==> src/rtl/dmac_pkg.sv <==
package dmac_pkg;
    localparam int ADDR_W = 32;
    localparam int DATA_W = 32;
    localparam int N_CH   = 4;
    localparam int CTRL_W = 10;
    localparam int FIFO_BURST = 4;

    typedef enum logic [1:0] {ST_IDLE, ST_READ, ST_WRITE} eng_state_t;
    typedef enum logic [1:0] {TM_NOW = 2'd0, TM_VBL = 2'd1, TM_HBL = 2'd2, TM_AUDIO = 2'd3} timing_t;
    typedef enum logic [1:0] {ADJ_INC = 2'd0, ADJ_DEC = 2'd1, ADJ_FIX = 2'd2, ADJ_RELOAD = 2'd3} adj_t;

    typedef struct packed {
        adj_t    src_adj;
        adj_t    dst_adj;
        logic    wide;
        logic    irq_en;
        logic    rpt;
        timing_t timing;
        logic    enable;
    } ctrl_t;

    localparam logic [ADDR_W-1:0] MASK27 = ADDR_W'((64'd1 << 27) - 64'd1);
    localparam logic [ADDR_W-1:0] MASK28 = ADDR_W'((64'd1 << 28) - 64'd1);

    function automatic logic [ADDR_W-1:0] src_mask(input int idx);
        return (idx == 0) ? MASK27 : MASK28;
    endfunction

    function automatic logic [ADDR_W-1:0] dst_mask(input int idx);
        return (idx == N_CH - 1) ? MASK28 : MASK27;
    endfunction
endpackage

==> src/rtl/dmac_arbiter.sv <==
module dmac_arbiter
    import dmac_pkg::*;
#(
    parameter int NCH = N_CH,
    localparam int IDX_W = (NCH > 1) ? $clog2(NCH) : 1
) (
    input  logic [NCH-1:0]   req,
    output logic [IDX_W-1:0] grant_idx,
    output logic             any
);
    always_comb begin
        grant_idx = '0;
        any       = 1'b0;
        for (int i = NCH - 1; i >= 0; i--) begin
            if (req[i]) begin
                grant_idx = IDX_W'(i);
                any       = 1'b1;
            end
        end
    end
endmodule

==> src/rtl/dmac_channel.sv <==
module dmac_channel
    import dmac_pkg::*;
#(
    parameter int IDX   = 0,
    parameter int CNT_W = 14
) (
    input  logic              clk,
    input  logic              rst_n,
    input  logic              reg_wr,
    input  logic [1:0]        reg_sel,
    input  logic [DATA_W-1:0] reg_wdata,
    input  logic              hblank,
    input  logic              vblank,
    input  logic              snd_req,
    input  logic              step_done,
    output logic              busy,
    output logic [ADDR_W-1:0] src_addr,
    output logic [ADDR_W-1:0] dst_addr,
    output logic              wide,
    output logic              irq
);
    localparam logic [ADDR_W-1:0] SRC_MASK = src_mask(IDX);
    localparam logic [ADDR_W-1:0] DST_MASK = dst_mask(IDX);
    localparam logic              FIFO_OK  = (IDX == 1) || (IDX == 2);
    localparam logic [CNT_W-1:0]  CNT_MAX  = '1;

    logic [ADDR_W-1:0] sad_q, dad_q, cur_src, cur_dst, unit;
    logic [CNT_W-1:0]  wcnt_q, cur_cnt, load_cnt;
    ctrl_t             ctrl_q, ctrl_new;
    logic              fifo_mode, blank_hit, snd_hit, last_unit;

    function automatic logic [ADDR_W-1:0] step_addr(input logic [ADDR_W-1:0] a,
                                                    input adj_t adj,
                                                    input logic [ADDR_W-1:0] u);
        unique case (adj)
            ADJ_INC, ADJ_RELOAD: return a + u;
            ADJ_DEC:             return a - u;
            default:             return a;
        endcase
    endfunction

    assign ctrl_new  = ctrl_t'(reg_wdata[CTRL_W-1:0]);
    assign fifo_mode = FIFO_OK && (ctrl_q.timing == TM_AUDIO);
    assign unit      = (fifo_mode || ctrl_q.wide) ? ADDR_W'(4) : ADDR_W'(2);
    assign load_cnt  = (wcnt_q == '0) ? CNT_MAX : wcnt_q;
    assign last_unit = (cur_cnt == CNT_W'(1));
    assign blank_hit = !busy && ctrl_q.enable &&
                       ((vblank && ctrl_q.timing == TM_VBL) || (hblank && ctrl_q.timing == TM_HBL));
    assign snd_hit   = snd_req && fifo_mode && !busy && ctrl_q.enable;

    assign src_addr = cur_src;
    assign dst_addr = cur_dst;
    assign wide     = fifo_mode || ctrl_q.wide;

    always_ff @(posedge clk) begin
        if (!rst_n) begin
            sad_q   <= '0;
            dad_q   <= '0;
            wcnt_q  <= '0;
            ctrl_q  <= '0;
            cur_src <= '0;
            cur_dst <= '0;
            cur_cnt <= '0;
            busy    <= 1'b0;
            irq     <= 1'b0;
        end else begin
            irq <= 1'b0;
            if (reg_wr) begin
                unique case (reg_sel)
                    2'd0: sad_q  <= reg_wdata & SRC_MASK;
                    2'd1: dad_q  <= reg_wdata & DST_MASK;
                    2'd2: wcnt_q <= reg_wdata[CNT_W-1:0];
                    default: begin
                        ctrl_q <= ctrl_new;
                        if (ctrl_new.enable && !ctrl_q.enable) begin
                            cur_src <= sad_q;
                            cur_dst <= dad_q;
                            cur_cnt <= load_cnt;
                            busy    <= (ctrl_new.timing == TM_NOW);
                        end else if (!ctrl_new.enable) begin
                            busy <= 1'b0;
                        end
                    end
                endcase
            end else if (step_done && busy) begin
                cur_src <= step_addr(cur_src, ctrl_q.src_adj, unit) & SRC_MASK;
                if (!fifo_mode)
                    cur_dst <= step_addr(cur_dst, ctrl_q.dst_adj, unit) & DST_MASK;
                cur_cnt <= cur_cnt - CNT_W'(1);
                if (last_unit) begin
                    irq  <= ctrl_q.irq_en;
                    busy <= 1'b0;
                    if (!ctrl_q.rpt) ctrl_q.enable <= 1'b0;
                end
            end else if (blank_hit) begin
                busy    <= 1'b1;
                cur_cnt <= load_cnt;
                if (ctrl_q.dst_adj == ADJ_RELOAD) cur_dst <= dad_q;
            end else if (snd_hit) begin
                busy       <= 1'b1;
                cur_cnt    <= CNT_W'(FIFO_BURST);
                ctrl_q.rpt <= 1'b1;
            end
        end
    end

    assert_irq_single_R7: assert property (@(posedge clk) disable iff (!rst_n)
        irq |=> !irq);
    assert_src_masked_R5: assert property (@(posedge clk) disable iff (!rst_n)
        busy |-> ((cur_src & ~SRC_MASK) == '0 && (cur_dst & ~DST_MASK) == '0));
    assert_fifo_dst_hold_R9: assert property (@(posedge clk) disable iff (!rst_n)
        (step_done && busy && fifo_mode && !reg_wr) |=> $stable(cur_dst));
    assert_count_keeps_busy_R4: assert property (@(posedge clk) disable iff (!rst_n)
        (step_done && busy && !reg_wr && !last_unit) |=> busy);
endmodule

==> src/rtl/dmac_engine.sv <==
module dmac_engine
    import dmac_pkg::*;
#(
    parameter int NCH = N_CH,
    localparam int IDX_W = (NCH > 1) ? $clog2(NCH) : 1
) (
    input  logic                       clk,
    input  logic                       rst_n,
    input  logic [NCH-1:0]             busy,
    input  logic [NCH-1:0][ADDR_W-1:0] src_addr,
    input  logic [NCH-1:0][ADDR_W-1:0] dst_addr,
    input  logic [NCH-1:0]             wide,
    input  logic [DATA_W-1:0]          bus_rdata,
    output logic [ADDR_W-1:0]          bus_addr,
    output logic [DATA_W-1:0]          bus_wdata,
    output logic                       bus_wide,
    output logic                       bus_rd,
    output logic                       bus_wr,
    output logic [NCH-1:0]             step_done
);
    eng_state_t        state_q, state_d;
    logic [IDX_W-1:0]  sel_q, grant_idx;
    logic              any;
    logic [DATA_W-1:0] data_q;
    logic [NCH-1:0]    below_sel;

    dmac_arbiter #(.NCH(NCH)) u_arb (
        .req       (busy),
        .grant_idx (grant_idx),
        .any       (any)
    );

    always_comb begin
        state_d = state_q;
        unique case (state_q)
            ST_IDLE:  state_d = any ? ST_READ : ST_IDLE;
            ST_READ:  state_d = ST_WRITE;
            ST_WRITE: state_d = ST_IDLE;
            default:  state_d = ST_IDLE;
        endcase
    end

    always_ff @(posedge clk) begin
        if (!rst_n) state_q <= ST_IDLE;
        else        state_q <= state_d;
    end

    always_ff @(posedge clk) begin
        if (!rst_n) begin
            sel_q  <= '0;
            data_q <= '0;
        end else begin
            if (state_q == ST_IDLE && any) sel_q <= grant_idx;
            if (state_q == ST_READ) data_q <= bus_rdata;
        end
    end

    always_comb begin
        bus_addr  = '0;
        bus_wdata = '0;
        bus_wide  = 1'b0;
        bus_rd    = 1'b0;
        bus_wr    = 1'b0;
        step_done = '0;
        unique case (state_q)
            ST_READ: begin
                bus_rd   = 1'b1;
                bus_addr = src_addr[sel_q];
                bus_wide = wide[sel_q];
            end
            ST_WRITE: begin
                bus_wr    = 1'b1;
                bus_addr  = dst_addr[sel_q];
                bus_wdata = data_q;
                bus_wide  = wide[sel_q];
                step_done = NCH'(1) << sel_q;
            end
            default: ;
        endcase
    end

    assign below_sel = (NCH'(1) << sel_q) - NCH'(1);

    assert_strobe_exclusive_R2: assert property (@(posedge clk) disable iff (!rst_n)
        !(bus_rd && bus_wr));
    assert_read_then_write_R2: assert property (@(posedge clk) disable iff (!rst_n)
        bus_rd |=> bus_wr);
    assert_lowest_first_R2: assert property (@(posedge clk) disable iff (!rst_n)
        (bus_rd && $past(state_q) == ST_IDLE) |-> (($past(busy) & below_sel) == '0));
endmodule

==> src/rtl/dmac_top.sv <==
module dmac_top
    import dmac_pkg::*;
#(
    parameter int CNT_W = 14
) (
    input  logic              clk,
    input  logic              rst_n,
    input  logic              reg_wr,
    input  logic [1:0]        reg_ch,
    input  logic [1:0]        reg_sel,
    input  logic [31:0]       reg_wdata,
    input  logic              hblank,
    input  logic              vblank,
    input  logic [1:0]        snd_req,
    input  logic [31:0]       bus_rdata,
    output logic [31:0]       bus_addr,
    output logic [31:0]       bus_wdata,
    output logic              bus_wide,
    output logic              bus_rd,
    output logic              bus_wr,
    output logic [3:0]        irq
);
    logic [N_CH-1:0]             busy, wide, step_done, snd_ch;
    logic [N_CH-1:0][ADDR_W-1:0] src_addr, dst_addr;

    for (genvar g = 0; g < N_CH; g++) begin : g_ch
        if (g == 1)      assign snd_ch[g] = snd_req[0];
        else if (g == 2) assign snd_ch[g] = snd_req[1];
        else             assign snd_ch[g] = 1'b0;

        dmac_channel #(.IDX(g), .CNT_W(CNT_W)) u_ch (
            .clk       (clk),
            .rst_n     (rst_n),
            .reg_wr    (reg_wr && (reg_ch == 2'(g))),
            .reg_sel   (reg_sel),
            .reg_wdata (reg_wdata),
            .hblank    (hblank),
            .vblank    (vblank),
            .snd_req   (snd_ch[g]),
            .step_done (step_done[g]),
            .busy      (busy[g]),
            .src_addr  (src_addr[g]),
            .dst_addr  (dst_addr[g]),
            .wide      (wide[g]),
            .irq       (irq[g])
        );
    end

    dmac_engine #(.NCH(N_CH)) u_eng (
        .clk       (clk),
        .rst_n     (rst_n),
        .busy      (busy),
        .src_addr  (src_addr),
        .dst_addr  (dst_addr),
        .wide      (wide),
        .bus_rdata (bus_rdata),
        .bus_addr  (bus_addr),
        .bus_wdata (bus_wdata),
        .bus_wide  (bus_wide),
        .bus_rd    (bus_rd),
        .bus_wr    (bus_wr),
        .step_done (step_done)
    );

    assert_reset_quiet_R1: assert property (@(posedge clk) disable iff (!rst_n)
        $rose(rst_n) |-> (!bus_rd && !bus_wr && irq == '0));
endmodule

==> config.mk <==
export PLATFORM = sky130hd
export DESIGN_NAME = dmac_top
export DESIGN_NICKNAME = d
export VERILOG_FILES = /design/src/rtl/dmac_pkg.sv /design/src/rtl/dmac_arbiter.sv /design/src/rtl/dmac_channel.sv /design/src/rtl/dmac_engine.sv /design/src/rtl/dmac_top.sv
export SDC_FILE = /design/constraint.sdc
export NUM_CORES = 2
export LEC_CHECK = 0
export ABC_AREA = 1
export BUFFER_PORTS_ARGS = -buffer_cell sky130_fd_sc_hd__buf_4
export CAP_MARGIN = 20
export CORE_AREA = 2 2 315 317
export CTS_BUF_LIST = sky130_fd_sc_hd__clkbuf_8
export CTS_CLUSTER_SIZE = 20
export DETAILED_ROUTE_END_ITERATION = 10
export DIE_AREA = 0 0 317 319
export GPL_TIMING_DRIVEN = 0
export REMOVE_ABC_BUFFERS = 1
export SLEW_MARGIN = 20
export SYNTH_ARGS = -nofsm -noshare
export SYNTH_HDL_FRONTEND = slang
export SYNTH_SLANG_ARGS = --single-unit
==> constraint.sdc <==
create_clock -name clk -period 2.53 [get_ports clk]
set_input_delay 0.6325 -clock clk [delete_from_list [all_inputs] [get_ports clk]]
set_output_delay 0.6325 -clock clk [all_outputs]
set_load 0.01 [all_outputs]
# After elaboration in Yosys (flattened, before gate mapping)
# Index checks and enable logic that the tools add are counted.
[totals]
ff_bits = 672
wordCells = 474
[classes]
addsub = 20
magnitude_cmp = 1
eq_ne = 67
n_shift = 1
n_mux = 155
bitwise = 10
n_reduce_logical = 149
[op_table]
columns = ["cell", "count"]
rows = [
  ["2-to-1 mux 32 bit", 45],
  ["2-to-1 mux 14 bit", 26],
  ["case mux 28 bit (2 select lines)", 4],
  ["case mux 27 bit (2 select lines)", 4],
  ["binary-select mux 32 bit (select 2 bit)", 2],
  ["adder 28 bit", 4],
  ["subtractor 28 bit", 4],
  ["adder 27 bit", 4],
  ["subtractor 27 bit", 4],
  ["case mux 32 bit (2 select lines)", 1],
  ["AND reduction 4 bit", 16],
  ["2-to-1 mux 1 bit", 60],
  ["equality test 14 x 1 -> 1 bit, second input constant", 4],
  ["logical NOT 14 bit", 4],
  ["subtractor 14 x 1 -> 14 bit, second input constant", 4],
  ["equality test 2 bit, second input constant", 18],
  ["nonzero test 3 bit", 12],
  ["logical AND 1 bit", 35],
  ["AND reduction 2 bit", 16],
  ["equality test 2 x 1 -> 1 bit, second input constant", 15],
  ["logical NOT 2 bit", 12],
  ["AND reduction 3 bit", 8],
  ["AND reduction 5 bit", 4],
  ["nonzero test 2 bit", 10],
  ["21 further kinds", 87],
]

# Longest topological paths before layout
[depth]
depth_word = 8
mapped_depth = 17
ltp_nobuf = 17

# Cells and area by module
# Synthesis repeated with hierarchy kept, for this count alone.
[unflattened]
cells_unflattened = 7539
hier_area_um2 = 44799.2
[modules_own_cells]
columns = ["module", "instances", "cells_per_inst", "area_each_um2", "seq_area_each_um2"]
rows = [
  ["dmac_channel at g_ch[1].u_ch ...", 2, 1689, 10176.0, 3002.9],
  ["dmac_channel at g_ch[3].u_ch", 1, 1587, 10029.6, 3042.9],
  ["dmac_channel at g_ch[0].u_ch", 1, 1592, 9862.0, 2962.8],
  ["dmac_engine", 1, 965, 4485.6, 720.7],
  ["dmac_arbiter", 1, 8, 36.3, 0.0],
  ["dmac_top", 1, 9, 33.8, 0.0],
]

# Worst setup path before layout
# OpenSTA, ideal clock, no wires.
[synth_timing]
kind = "register -> register"
from = "reg g_ch[3].u_ch.ctrl_q[8] (netlist bit)"
to = "reg g_ch[3].u_ch.cur_src[12]"
setup_time_ns = 0.132
arrival_ns = 2.648
t_required_ns = 2.398
slack_ns = -0.251
stages_incl_launch_ff = 13
n_path_buf = 0
synth_period_minus_slack_ns = 2.781
path_cell_list = "dfxtp_1 > inv_1 > nor2_1 > ha_1 > a21oi_1 > nand2_1 > nand2_1 > nand2_1 > nand2_1 > nand2_1 > xor2_1 > o21ai_0 > a21oi_1"
[synth_between]
elab_chain_len = 5
word_cells_on_any_way = 9
[synth_lines]
columns = ["element", "line", "source"]
rows = [
  ["start, declared", "dmac_channel.sv:29", "ctrl_t ctrl_q, ctrl_new;"],
  ["start signal, assigned", "dmac_channel.sv:74", "ctrl_q <= ctrl_new;"],
  ["equality test 2 bit or logical NOT 2 bit (tied branches)", "dmac_channel.sv:35", "unique case (adj)"],
  ["OR reduction 2 bit", "dmac_channel.sv:35", ""],
  ["case mux 28 bit (2 select lines)", "dmac_channel.sv:35", ""],
  ["2-to-1 mux 32 bit", "dmac_channel.sv:85", "end else if (step_done && busy) begin"],
  ["2-to-1 mux 32 bit", "dmac_channel.sv:68", "if (reg_wr) begin"],
  ["end signal, assigned", "dmac_channel.sv:76", "cur_src <= sad_q;"],
  ["end signal, assigned", "dmac_channel.sv:86", "cur_src <= step_addr(cur_src, ctrl_q.src_adj, unit) & SRC_MASK;"],
  ["end, declared", "dmac_channel.sv:27", "logic [ADDR_W-1:0] sad_q, dad_q, cur_src, cur_dst, unit;"],
]
# Parallel ways exist; a longest one is shown, timed or not. The select of a mux whose other input is x is not followed.
# A chain may end at the register's enable or synchronous reset.

# Final worst setup path
[layout_timing]
from = "reg u_eng.sel_q[1]"
to = "out bus_addr[0]"
[layout_between]
elab_chain_len = 3
word_cells_on_any_way = 5
[layout_lines]
columns = ["element", "line", "source"]
rows = [
  ["start, declared", "dmac_engine.sv:22", "logic [IDX_W-1:0] sel_q, grant_idx;"],
  ["start signal, assigned", "dmac_engine.sv:53", "if (state_q == ST_IDLE && any) sel_q <= grant_idx;"],
  ["binary-select mux 32 bit (select 2 bit) (on tied branches)", "dmac_engine.sv:73, dmac_engine.sv:68", ""],
  ["2-to-1 mux 32 bit (on tied branches)", "dmac_engine.sv:73, dmac_engine.sv:68", ""],
  ["case mux 32 bit (2 select lines) *", "dmac_engine.sv:65", "unique case (state_q)"],
  ["end, declared", "dmac_top.sv:16", "output logic [31:0] bus_addr,"],
]
# Mark *: on every way between the ends. The rest lies on a longest branch, timed or not. The select of a mux whose other input is x is not followed.

==> results_dict.tcl <==
set metrics [dict create \
    area_growth_syn_to_layout_pct 23.0 \
    synthCells 7347 \
    synth_top_family_by_area "simple AND/OR/NAND/NOR gates" \
    gr-usage-all-layers_pct 34.7 \
    core_area_um2 97700 \
    setup_violations 64 \
    vdd_drop_max_mv 0.364 \
    synth_compound_gate_area_share_pct 17.8 \
    drtAntennaViolNets 0 \
    hpwl_after_detailed_placement_um 120000 \
    drtIter0Drc 4764 \
    global_route_wire_length_before_repair_um 269000 \
    xor_and_xnor_area_share_after_synthesis_pct 1.70 \
    clk_transition_reported_paths_ps 60 \
    setup_ws_ps -849 \
    tritoncts_clock_tree "yes" \
    postCtsHoldBufs 0 \
    crit_fanout 5 \
    vias_in_the_first_global_route 44800 \
    wire_per_inst_um 20.8 \
    final-seq-area_um2 12800 \
    holdWs_ps 67.6 \
    run_status "finished, violations left" \
    finalPower_mw 24.2 \
    synth_warnings 0 \
    route.vias.total 49000 \
    muxShareOfSynthArea_pct 0.0229 \
    cts_max_path_buffers 3 \
    placed_cells 8499 \
    grt-ovfl-total 0 \
    fp.dieArea_um2 101000 \
    rr_worst_depth 15 \
    fillers 9860 \
    failed_checks "setup timing" \
    yosys.area_share.simple_pct 33.3 \
    drt_pass1_iterations 6 \
    netlist-cell-type-count 55 \
    ratio_of_cells_with_drive_above_1_in_the_final_layout_pct 14.2 \
    number_of_cell_rows 115 \
    power.leakage_nw 25.7 \
    htree_levels 3 \
    seq_area_frac_synth_pct 29.1 \
    hold_viol 0 \
    clock_skew_after_layout_ps 65.4 \
    synthesized_flop_and_latch_total 636 \
    synth-adder-area-share_pct 6.49 \
    ys_async_sr_fraction_pct 0 \
    critical_path_arrival_ps 2750 \
    final-max-slew-violation-count 0 \
    fmaxAchievable_ghz 0.296 \
    period_share_pct 134 \
    critical_path.startpoint_type "flop" \
    clockRootBuffer "clkbuf_8" \
    timing.max_slew.rel_slack_pct 30.1 \
    detail_route.vias_per_cell 5.50 \
    top_level_ports 146 \
    synth_top_area_share_pct 29.1 \
    rsz_0062_raised_after_global_routing "yes" \
    multiInputGateArea_um2 28700 \
    timing.hold.worst.class "in2reg" \
    maxCapViolations 0 \
    synthesized_area_per_cell_um2 5.95 \
    synth_area_leaders "dfxtp_1, nand2_1, nor2_1" \
    yosys_most_used_dff "dfxtp_1" \
    floorplan.die.height_um 319 \
    antenna_found_initial 6 \
    route.final.wire_length_um 185000 \
    clock_sinks 636 \
    synth-edff-count 0 \
    syn-cell-area_um2 43700 \
    nets 7832 \
    synth_area_leader_cell "dfxtp_1" \
    worst_slew_pin_slew_ps 1050 \
    power.density_nw_per_um2 450 \
    timing.final.crit_period_ps 3380 \
    number_of_i_o_port_buffers 137 \
    number_of_buffers_inserted_during_clock_tree_synthesis 117 \
    grt_start_max_net_pins 120 \
    die_width_um 317 \
    data_required_time_at_the_worst_endpoint_ps 1900 \
    drcViolationCount 0 \
    worst_setup_path_end_kind "output pin" \
    placer_congestion_estimate 0.943 \
    start_util_pct 44.8 \
    worstHoldPathCells 3 \
    clk-insertion-delay-late_ps 830 \
    crit_path_class "reg2out" \
    finish.cell_count_without_fillers 8910 \
]
## worst max-delay path, cell delays in order, from the launching register on
cell      delay (ps)
dfxtp_4          410
inv_8             50
buf_12           130
nor2_4           170
buf_12           190
buf_8            120
buf_6            100
nand2_4           40
o211ai_1         140
nand2_1          150
a21oi_4          280
buf_6            150
## cell usage in the layout (no fill, tap or decap), types with 25 or more instances in the layout
cell type	Yosys	routed
a211oi_1	25	25
nand2_2	1	58
xor2_1	56	56
nand2_4	1	49
xnor2_1	29	29
buf_6	1	93
nor2_4	2	42
nor3_1	49	45
inv_1	990	974
a22oi_2	0	41
nor2_1	1072	980
nand3_1	410	377
o21ai_0	598	568
ha_2	0	27
nand3_2	4	29
buf_4	10	161
o21ai_1	31	35
inv_2	24	44
nand2_1	1933	1825
ha_1	227	178
buf_12	0	45
a21oi_1	640	615
clkbuf_8	0	148
nand4_1	70	70
nor2_2	3	62
dfxtp_1	636	626
## logic make-up after synthesis
| group | Yosys count |
|---|---|
| AND/OR/NAND/NOR | 3605 |
| XOR/XNOR | 85 |
| flip-flops | 636 |
| other | 1 |
| buffers and inverters | 1326 |
| multiplexers | 1 |
| adder cells (fa/ha/maj) | 227 |
| AO/OA/AOI/OAI | 1466 |
## synthesized netlist by cell type (4+ instances only)
library cell and number:
nand2_1 1933, nor2_1 1072, inv_1 990, a21oi_1 640, dfxtp_1 636, o21ai_0 598, nand3_1 410, ha_1 227
clkbuf_1 219, nand4_1 70, xor2_1 56, nor3_1 49, buf_2 43, a22oi_1 41, a31oi_1 37, o21ai_1 31
buf_1 29, xnor2_1 29, a211oi_1 25, inv_2 24, nand3b_1 22, o211ai_1 21, o21a_1 18, or2_2 18
o22ai_1 16, a21o_1 13, buf_4 10, o21bai_1 9, and2_1 8, clkinv_1 6, o31ai_1 5, and3_1 4
nand3_2 4, o221ai_1 4
## path summary, 6_finish.rpt
| check | startpoint | slack (ps) | end |
|---|---|---|---|
| worst min register to register | g_ch[0].u_ch.dad_q[8]$_SDFFE_PN0P_ | 450 | g_ch[0].u_ch.dad_q[8]$_SDFFE_PN0P_ |
| worst min-delay path | bus_rdata[5] | 70 | u_eng.data_q[5]$_SDFFE_PN0P_ |
| worst max-delay path | u_eng.sel_q[1]$_SDFFE_PN0P_ | -850 | bus_addr[0] |
| worst max register to register | u_eng.sel_q[1]$_SDFFE_PN0P_ | 0 | g_ch[3].u_ch.src_addr[0]$_SDFFE_PN0P_ |
## where the power goes
part / total, mW / leakage [nW] / switching (mW) / internal [mW]
Clock: 10.7 / 1.40 / 4.95 / 5.76
Combinational: 3.00 / 19.2 / 2.03 / 0.964
Sequential: 10.5 / 5.15 / 0.211 / 10.3
## final cells by class
cell class / count / share of cell area, %
timing repair buffer: 340 / 7.60
sequential: 636 / 23.7
tap: 1287 / 2.99
antenna: 3 / 0.0140
clock inverter: 61 / 0.789
timing repair inverter: 10 / 0.172
clock buffer: 148 / 3.79
inverter: 1021 / 7.53
multi-input combinational: 5404 / 53.4
## metal layers
metal | track usage, % | vias up | share of wire (%)
met1 | 45.9 | 22600 | 42
li1 | - | 23900 | -
met4 | 14.8 | 0 | 4.7
met2 | 54.4 | 2072 | 44
met5 | 0 | - | 0
met3 | 7.35 | 426 | 9.6
## metrics by stage
stage                     utilization (%)  instance area, um^2  setup WS, ps  setup TNS (ps)
after floorplan                         -                42500         -3480         -753600
after global placement               46.2                45100         -9070        -3153500
after detailed placement             47.0                46000         -2320         -664880
after CTS                            53.0                51700          -821          -27080
after global routing                 55.0                53800          -875          -32710
final                                55.1                53800          -849          -30170
## timing repair
action,4_1_cts,5_1_grt
pin swaps,99,89
buffers inserted,95,74
setup endpoints to repair,463,349
gates cloned,29,11
resized for setup,469,364
## registers in the layout, indices dropped and copies added, names as in the netlist, 32 cells and up
name and flops:
g_ch.u_ch.ctrl_q 38, g_ch.u_ch.sad_q 111, g_ch.u_ch.cur_cnt 56, g_ch.u_ch.dad_q 109, u_eng.data_q 32, g_ch.u_ch.wcnt_q 56
g_ch.u_ch.dst_addr 109, g_ch.u_ch.src_addr 111
No activity file was read; power rests on OpenSTA's default activity.
